## src/rtl/amux_seq_pkg.sv

```systemverilog
package amux_seq_pkg;

    // Load-select tracking states
    typedef enum logic [0:0] {
        ST_RUN   = 1'b0,
        ST_ARMED = 1'b1
    } ls_state_e;

endpackage

```

## src/rtl/amux_seq_regs.sv

```systemverilog
module amux_seq_regs #(
    parameter int unsigned ADDR_W = 4
) (
    input  logic              clk,
    input  logic              rst_n,
    input  logic              cfg_wr,
    input  logic [2*ADDR_W-1:0] cfg_data,
    output logic [ADDR_W-1:0] seq_start,
    output logic [ADDR_W-1:0] seq_end
);

    // Sequence register: written only by the host, never by counting
    always_ff @(posedge clk or negedge rst_n) begin
        if (!rst_n) begin
            seq_start <= '0;
            seq_end   <= '0;
        end else if (cfg_wr) begin
            seq_start <= cfg_data[ADDR_W-1:0];
            seq_end   <= cfg_data[2*ADDR_W-1:ADDR_W];
        end
    end

endmodule

```

## src/rtl/amux_seq_ctrl.sv

```systemverilog
module amux_seq_ctrl
    import amux_seq_pkg::*;
(
    input  logic clk,
    input  logic rst_n,
    input  logic load_sel,
    input  logic clr_wr,
    output logic preload,
    output logic irq_clr,
    output logic pretrig_rst
);

    ls_state_e state_q, state_d;

    // State register
    always_ff @(posedge clk or negedge rst_n) begin
        if (!rst_n) begin
            state_q <= ST_RUN;
        end else begin
            state_q <= state_d;
        end
    end

    // Next state
    always_comb begin
        state_d = state_q;
        unique case (state_q)
            ST_RUN:   if (load_sel)  state_d = ST_ARMED;  // arm
            ST_ARMED: if (!load_sel) state_d = ST_RUN;    // disarm
            default:  state_d = ST_RUN;
        endcase
    end

    // Preload request: a clear write while load-select is high
    assign preload = clr_wr & load_sel;

    // Registered outputs
    always_ff @(posedge clk or negedge rst_n) begin
        if (!rst_n) begin
            irq_clr     <= 1'b0;
            pretrig_rst <= 1'b0;
        end else begin
            unique case (state_q)
                ST_RUN:   irq_clr <= load_sel;
                ST_ARMED: irq_clr <= 1'b0;
                default:  irq_clr <= 1'b0;
            endcase
            pretrig_rst <= clr_wr;
        end
    end

endmodule

```

## src/rtl/amux_seq_count.sv

```systemverilog
module amux_seq_count #(
    parameter int unsigned ADDR_W = 4
) (
    input  logic              clk,
    input  logic              rst_n,
    input  logic              diff_mode,
    input  logic              preload,
    input  logic              advance,
    input  logic [ADDR_W-1:0] seq_start,
    input  logic [ADDR_W-1:0] seq_end,
    output logic [ADDR_W-1:0] cnt
);

    localparam logic [ADDR_W-1:0] FULL_MASK = {ADDR_W{1'b1}};
    localparam logic [ADDR_W-1:0] HALF_MASK = {1'b0, {(ADDR_W-1){1'b1}}};

    logic [ADDR_W-1:0] mask;
    logic [ADDR_W-1:0] cur;
    logic [ADDR_W-1:0] first;
    logic [ADDR_W-1:0] bumped;
    logic              at_last;
    logic [ADDR_W-1:0] cnt_d;

    always_comb begin
        mask    = diff_mode ? HALF_MASK : FULL_MASK;
        cur     = cnt & mask;
        first   = seq_start & mask;
        at_last = (cur == (seq_end & mask));
        bumped  = (cur + 1'b1) & mask;
        if (preload) begin
            cnt_d = first;
        end else if (advance) begin
            cnt_d = at_last ? first : bumped;
        end else begin
            cnt_d = cnt;
        end
    end

    always_ff @(posedge clk or negedge rst_n) begin
        if (!rst_n) begin
            cnt <= '0;
        end else begin
            cnt <= cnt_d;
        end
    end

endmodule

```

## src/rtl/amux_seq_decode.sv

```systemverilog
module amux_seq_decode #(
    parameter int unsigned ADDR_W = 4
) (
    input  logic                  diff_mode,
    input  logic [ADDR_W-1:0]     cnt,
    output logic [2**ADDR_W-1:0]  pos_sel,
    output logic [2**ADDR_W-1:0]  neg_sel
);

    localparam int unsigned NCH  = 2**ADDR_W;
    localparam int unsigned HALF = NCH / 2;

    for (genvar i = 0; i < NCH; i++) begin : g_ch
        localparam logic [ADDR_W-1:0] CH = ADDR_W'(i);
        if (i < HALF) begin : g_low
            // Low half: single channel or positive side of a pair
            assign pos_sel[i] = diff_mode ? (cnt[ADDR_W-2:0] == CH[ADDR_W-2:0])
                                          : (cnt == CH);
            assign neg_sel[i] = 1'b0;
        end else begin : g_high
            // High half: single channel or negative side of a pair
            assign pos_sel[i] = ~diff_mode & (cnt == CH);
            assign neg_sel[i] = diff_mode & (cnt[ADDR_W-2:0] == CH[ADDR_W-2:0]);
        end
    end

endmodule

```

## src/rtl/amux_seq.sv

```systemverilog
module amux_seq #(
    parameter int unsigned ADDR_W = 4
) (
    input  logic                  clk,
    input  logic                  rst_n,
    input  logic                  cfg_wr,
    input  logic [2*ADDR_W-1:0]   cfg_data,
    input  logic                  load_sel,
    input  logic                  clr_wr,
    input  logic                  conv_done,
    input  logic                  diff_mode,
    output logic [ADDR_W-1:0]     mux_addr,
    output logic [2**ADDR_W-1:0]  pos_sel,
    output logic [2**ADDR_W-1:0]  neg_sel,
    output logic                  irq_clr,
    output logic                  pretrig_rst
);

    logic [ADDR_W-1:0] seq_start;
    logic [ADDR_W-1:0] seq_end;
    logic              preload;

    amux_seq_regs #(.ADDR_W(ADDR_W)) u_regs (
        .clk       (clk),
        .rst_n     (rst_n),
        .cfg_wr    (cfg_wr),
        .cfg_data  (cfg_data),
        .seq_start (seq_start),
        .seq_end   (seq_end)
    );

    amux_seq_ctrl u_ctrl (
        .clk         (clk),
        .rst_n       (rst_n),
        .load_sel    (load_sel),
        .clr_wr      (clr_wr),
        .preload     (preload),
        .irq_clr     (irq_clr),
        .pretrig_rst (pretrig_rst)
    );

    amux_seq_count #(.ADDR_W(ADDR_W)) u_count (
        .clk       (clk),
        .rst_n     (rst_n),
        .diff_mode (diff_mode),
        .preload   (preload),
        .advance   (conv_done),
        .seq_start (seq_start),
        .seq_end   (seq_end),
        .cnt       (mux_addr)
    );

    amux_seq_decode #(.ADDR_W(ADDR_W)) u_decode (
        .diff_mode (diff_mode),
        .cnt       (mux_addr),
        .pos_sel   (pos_sel),
        .neg_sel   (neg_sel)
    );

endmodule

```

## config.mk

```make
export PLATFORM = sky130hd
export DESIGN_NAME = amux_seq
export DESIGN_NICKNAME = d
export VERILOG_FILES = /design/src/rtl/amux_seq_pkg.sv /design/src/rtl/amux_seq_regs.sv /design/src/rtl/amux_seq_ctrl.sv /design/src/rtl/amux_seq_count.sv /design/src/rtl/amux_seq_decode.sv /design/src/rtl/amux_seq.sv
export SDC_FILE = /design/constraint.sdc
export NUM_CORES = 1
export LEC_CHECK = 0
export BUFFER_PORTS_ARGS = -buffer_cell sky130_fd_sc_hd__buf_2
export CELL_PAD_IN_SITES_DETAIL_PLACEMENT = 1
export CELL_PAD_IN_SITES_GLOBAL_PLACEMENT = 1
export CORE_AREA = 2 2 60 62
export CTS_BUF_LIST = sky130_fd_sc_hd__clkbuf_8
export CTS_CLUSTER_SIZE = 28
export DETAILED_ROUTE_END_ITERATION = 8
export DIE_AREA = 0 0 62 64
export GPL_TIMING_DRIVEN = 0
export PLACE_DENSITY_LB_ADDON = 0.1
export SLEW_MARGIN = 25
export SYNTH_ARGS = -nofsm -noshare
export SYNTH_HDL_FRONTEND = slang
export SYNTH_SLANG_ARGS = --single-unit
```

## constraint.sdc

```tcl
create_clock -name clk -period 2 [get_ports clk]
set_clock_uncertainty 0.15 [all_clocks]
set_input_delay 0.3 -clock clk [delete_from_list [all_inputs] [get_ports clk]]
set_output_delay 0.3 -clock clk [all_outputs]
set_load 0.1 [all_outputs]
```

==> summary.md <==
| Metric | Value |
|---|---|
| Status | complete, but fails checks |
| Failing checks | negative setup slack |
| DP Worst Slack | -0.106 ns |
| Max layer used | met4 |
| Vias/cell | 4.67 |
| Flops & latches, synth | 15 |
| Critical path class | reg -> out |
| Final core area utilization | 61.1% |
| Antenna-violating nets left | 0 |
| Synth Cell Area | 1050 um^2 |
| CTS root buffer | clkbuf_8 |
| Final instance area | 2010 um^2 |
| Total iterations of the first detailed-routing run | 4 |
| Count of cell types in the netlist | 34 |
| Multi-input gate area | 752 um^2 |
| Initial DRC count | 17 |
| Reg area | 390 um^2 |
| CP endpoint kind | primary output |
| Ys async rst share | 100% |
| Tcrit/Tclk final | 103% |
| Top-area cell type share of the netlist area | 35.6% |
| Synth area leaders | dfrtp_1 36%, and3_1 7.7%, ha_1 7.1% |
| Type of origin of the critical path | flop |
| Starting Density | 32.1% |
| Initial antenna violation count | 0 |
| Post-Place Cell Area | 1530 um^2 |
| Mapped Cells | 113 |
| Crit Path Max Fanout | 5 |
| First-pass GRT wire length | 4.87 mm |
| # rows | 21 |
| WL/cell | 15.9 um |
| WP data required | 1.55 ns |
| H-tree depth | 1 |
| Clock Pin Slew Worst Setup and Hold Paths | 0.06 ns |
| IO Pins | 53 |
| Nets | 202 |
| Min-delay worst type | in -> reg |
| # fillers | 352 |
| Fin. Hold Viols | 0 |
| Wirelength, routed | 3.60 mm |
| CTS Sinks | 15 |
| EDFF count, synth | 0 |
| Wire length on met3 | 165 um |
| Max Slew Vio Count | 0 |
| Final hold slack | 0.0367 ns |
| Core area | 3280 um^2 |
| Die width | 62 um |
| Clk Latency, worst-skew pair | 0.24 ns |
| Top FF cell, synth | dfrtp_1 |
| Die H | 64 um |
| Pleak | 0.000927 uW |
| RSZ-0062 raised after global routing | true |
| Post-Syn Area per Cell | 9.33 um^2 |
| Final WS setup | -0.0637 ns |
| WP data arrival | 1.61 ns |
| # port buffers | 43 |
| RePlAce Congestion | 0.763 |
| Cell accounting for the most synthesized area | dfrtp_1 |
| PD cells | 1570 nW/um^2 |
| WL met2 | 2.09 mm |
| Number of global-route vias before repair | 1048 |
| Fmax | 0.485 GHz |
| CTS tree | built |
| TritonCTS Buffers | 3 |
| Worst vdd ir | 0.783 mV |
| Warning count from the yosys run | 0 |
| Die area | 3970 um^2 |
| Diode count | 0 |
| Grt ovf | 0 |
| Sequential area share after synthesis | 35.6% |
| Max-Cap Viols | 0 |
| Wire length on met1 | 1.30 mm |
| Largest net degree at the start of global routing | 16 |
| Detailed-route via count | 1055 |
| Final setup vio count | 12 |
| Remaining DRCs | 0 |
| Area grow syn2layout | 90.3% |
| Clk buf depth | 2 |
| Min cycle time layout | 2.06 ns |
| Share of layout cells above drive strength 1 | 67.2% |
| All-layer global routing usage | 16.1% |
layer usage:
layer / up-vias / track usage (%)
li1: 504 / -
met1: 503 / 18.9
met2: 43 / 28.8
met3: 5 / 2.02
met4: 0 / 5.59
met5: - / 0
worst paths after layout:
kind / start / end / slack, ns / cells after the start
min reg2reg: u_ctrl.state_q / u_ctrl.irq_clr / 0.24 / 1
max in group asynchronous: rst_n / u_count.cnt[3] / 1.08 / 2
max reg2reg: u_count.cnt[2] / u_count.cnt[2] / 0.14 / 5
max: u_count.cnt[0] / pos_sel[7] / -0.06 / 5
min in group asynchronous: rst_n / u_ctrl.state_q / 0.34 / 2
min: clr_wr / u_ctrl.pretrig_rst / 0.04 / 1
where the power goes:
group          switching [uW]  internal [uW]
combinational            1640            833
sequential               59.0            382
clock                    96.8            136
area by class of cell:
cell class / instances / share of cell area, %
inverters: 9 / 2.00
flip-flops and latches: 15 / 19.5
clock inverters: 1 / 0.187
clock buffers: 3 / 2.06
plain buffers: 15 / 6.42
repair buffers: 56 / 29.6
well taps: 46 / 2.87
multi-input cells: 81 / 37.5
flip-flops by register name (all words and copies together), names as in the netlist:
| signal | flops |
|---|---|
| u_count.cnt | 4 |
| u_regs.seq_end | 4 |
| u_regs.seq_start | 4 |
| u_ctrl.irq_clr | 1 |
| u_ctrl.pretrig_rst | 1 |
| u_ctrl.state_q | 1 |
metrics by stage:
step	power [uW]	std cells	setup TNS (ns)
finish	3140	226	-0.315
global route	3300	226	-1.41
CTS	2980	223	-0.0739
detailed placement	2380	209	-0.529
global placement	2350	209	-0.263
floorplan	2110	120	-0.880
critical path: stages, from the launching register on:
cell	delay, ns
dfrtp_4	0.51
ha_4	0.20
ha_4	0.16
and2_4	0.16
o21bai_4	0.18
buf_12	0.17
Yosys cell counts (2+ instances only):
cell / n
dfrtp_1: 15
and3_1: 13
nor2_1: 10
inv_1: 9
buf_4: 8
nand2_1: 8
ha_1: 6
mux2_2: 5
o21ai_0: 4
clkbuf_1: 3
xnor2_2: 3
a31oi_1: 2
and2_1: 2
buf_2: 2
nor2b_1: 2
o21bai_1: 2
o22a_1: 2
cells in the final DEF (no fill, tap or decap), drive strengths merged, types with 2 or more instances in the layout:
master,instances
dfrtp,15
and2,3
o21ai,4
clkbuf,7
nand2,8
ha,6
o22a,2
mux2,5
xnor2,4
o2111ai,2
nor2,10
a31oi,2
inv,9
o21bai,2
buf,66
nor2b,2
conb,8
and3,13
cells by family after synthesis:
logic type	synth area share [%]
xor gates and xnor gates	6.29
muxes	5.34
adders and majority gates	7.12
AOI/OAI and AO/OA	14.9
DFF	35.6
other	0.356
and+or+nand+nor	17.9
buffers and inverters	12.5
timing repair:
action | 4_1_cts | 5_1_grt
endpoints found under the setup margin | 24 | 24
endpoints found under the hold margin | 15 | 0
pin swaps | 1 | 0
cloned | 1 | 1
resized for setup | 65 | 27
buffers inserted | 8 | 2
hold buffers | 1 | 0
Note: power is estimated with default switching activity, not from simulation.
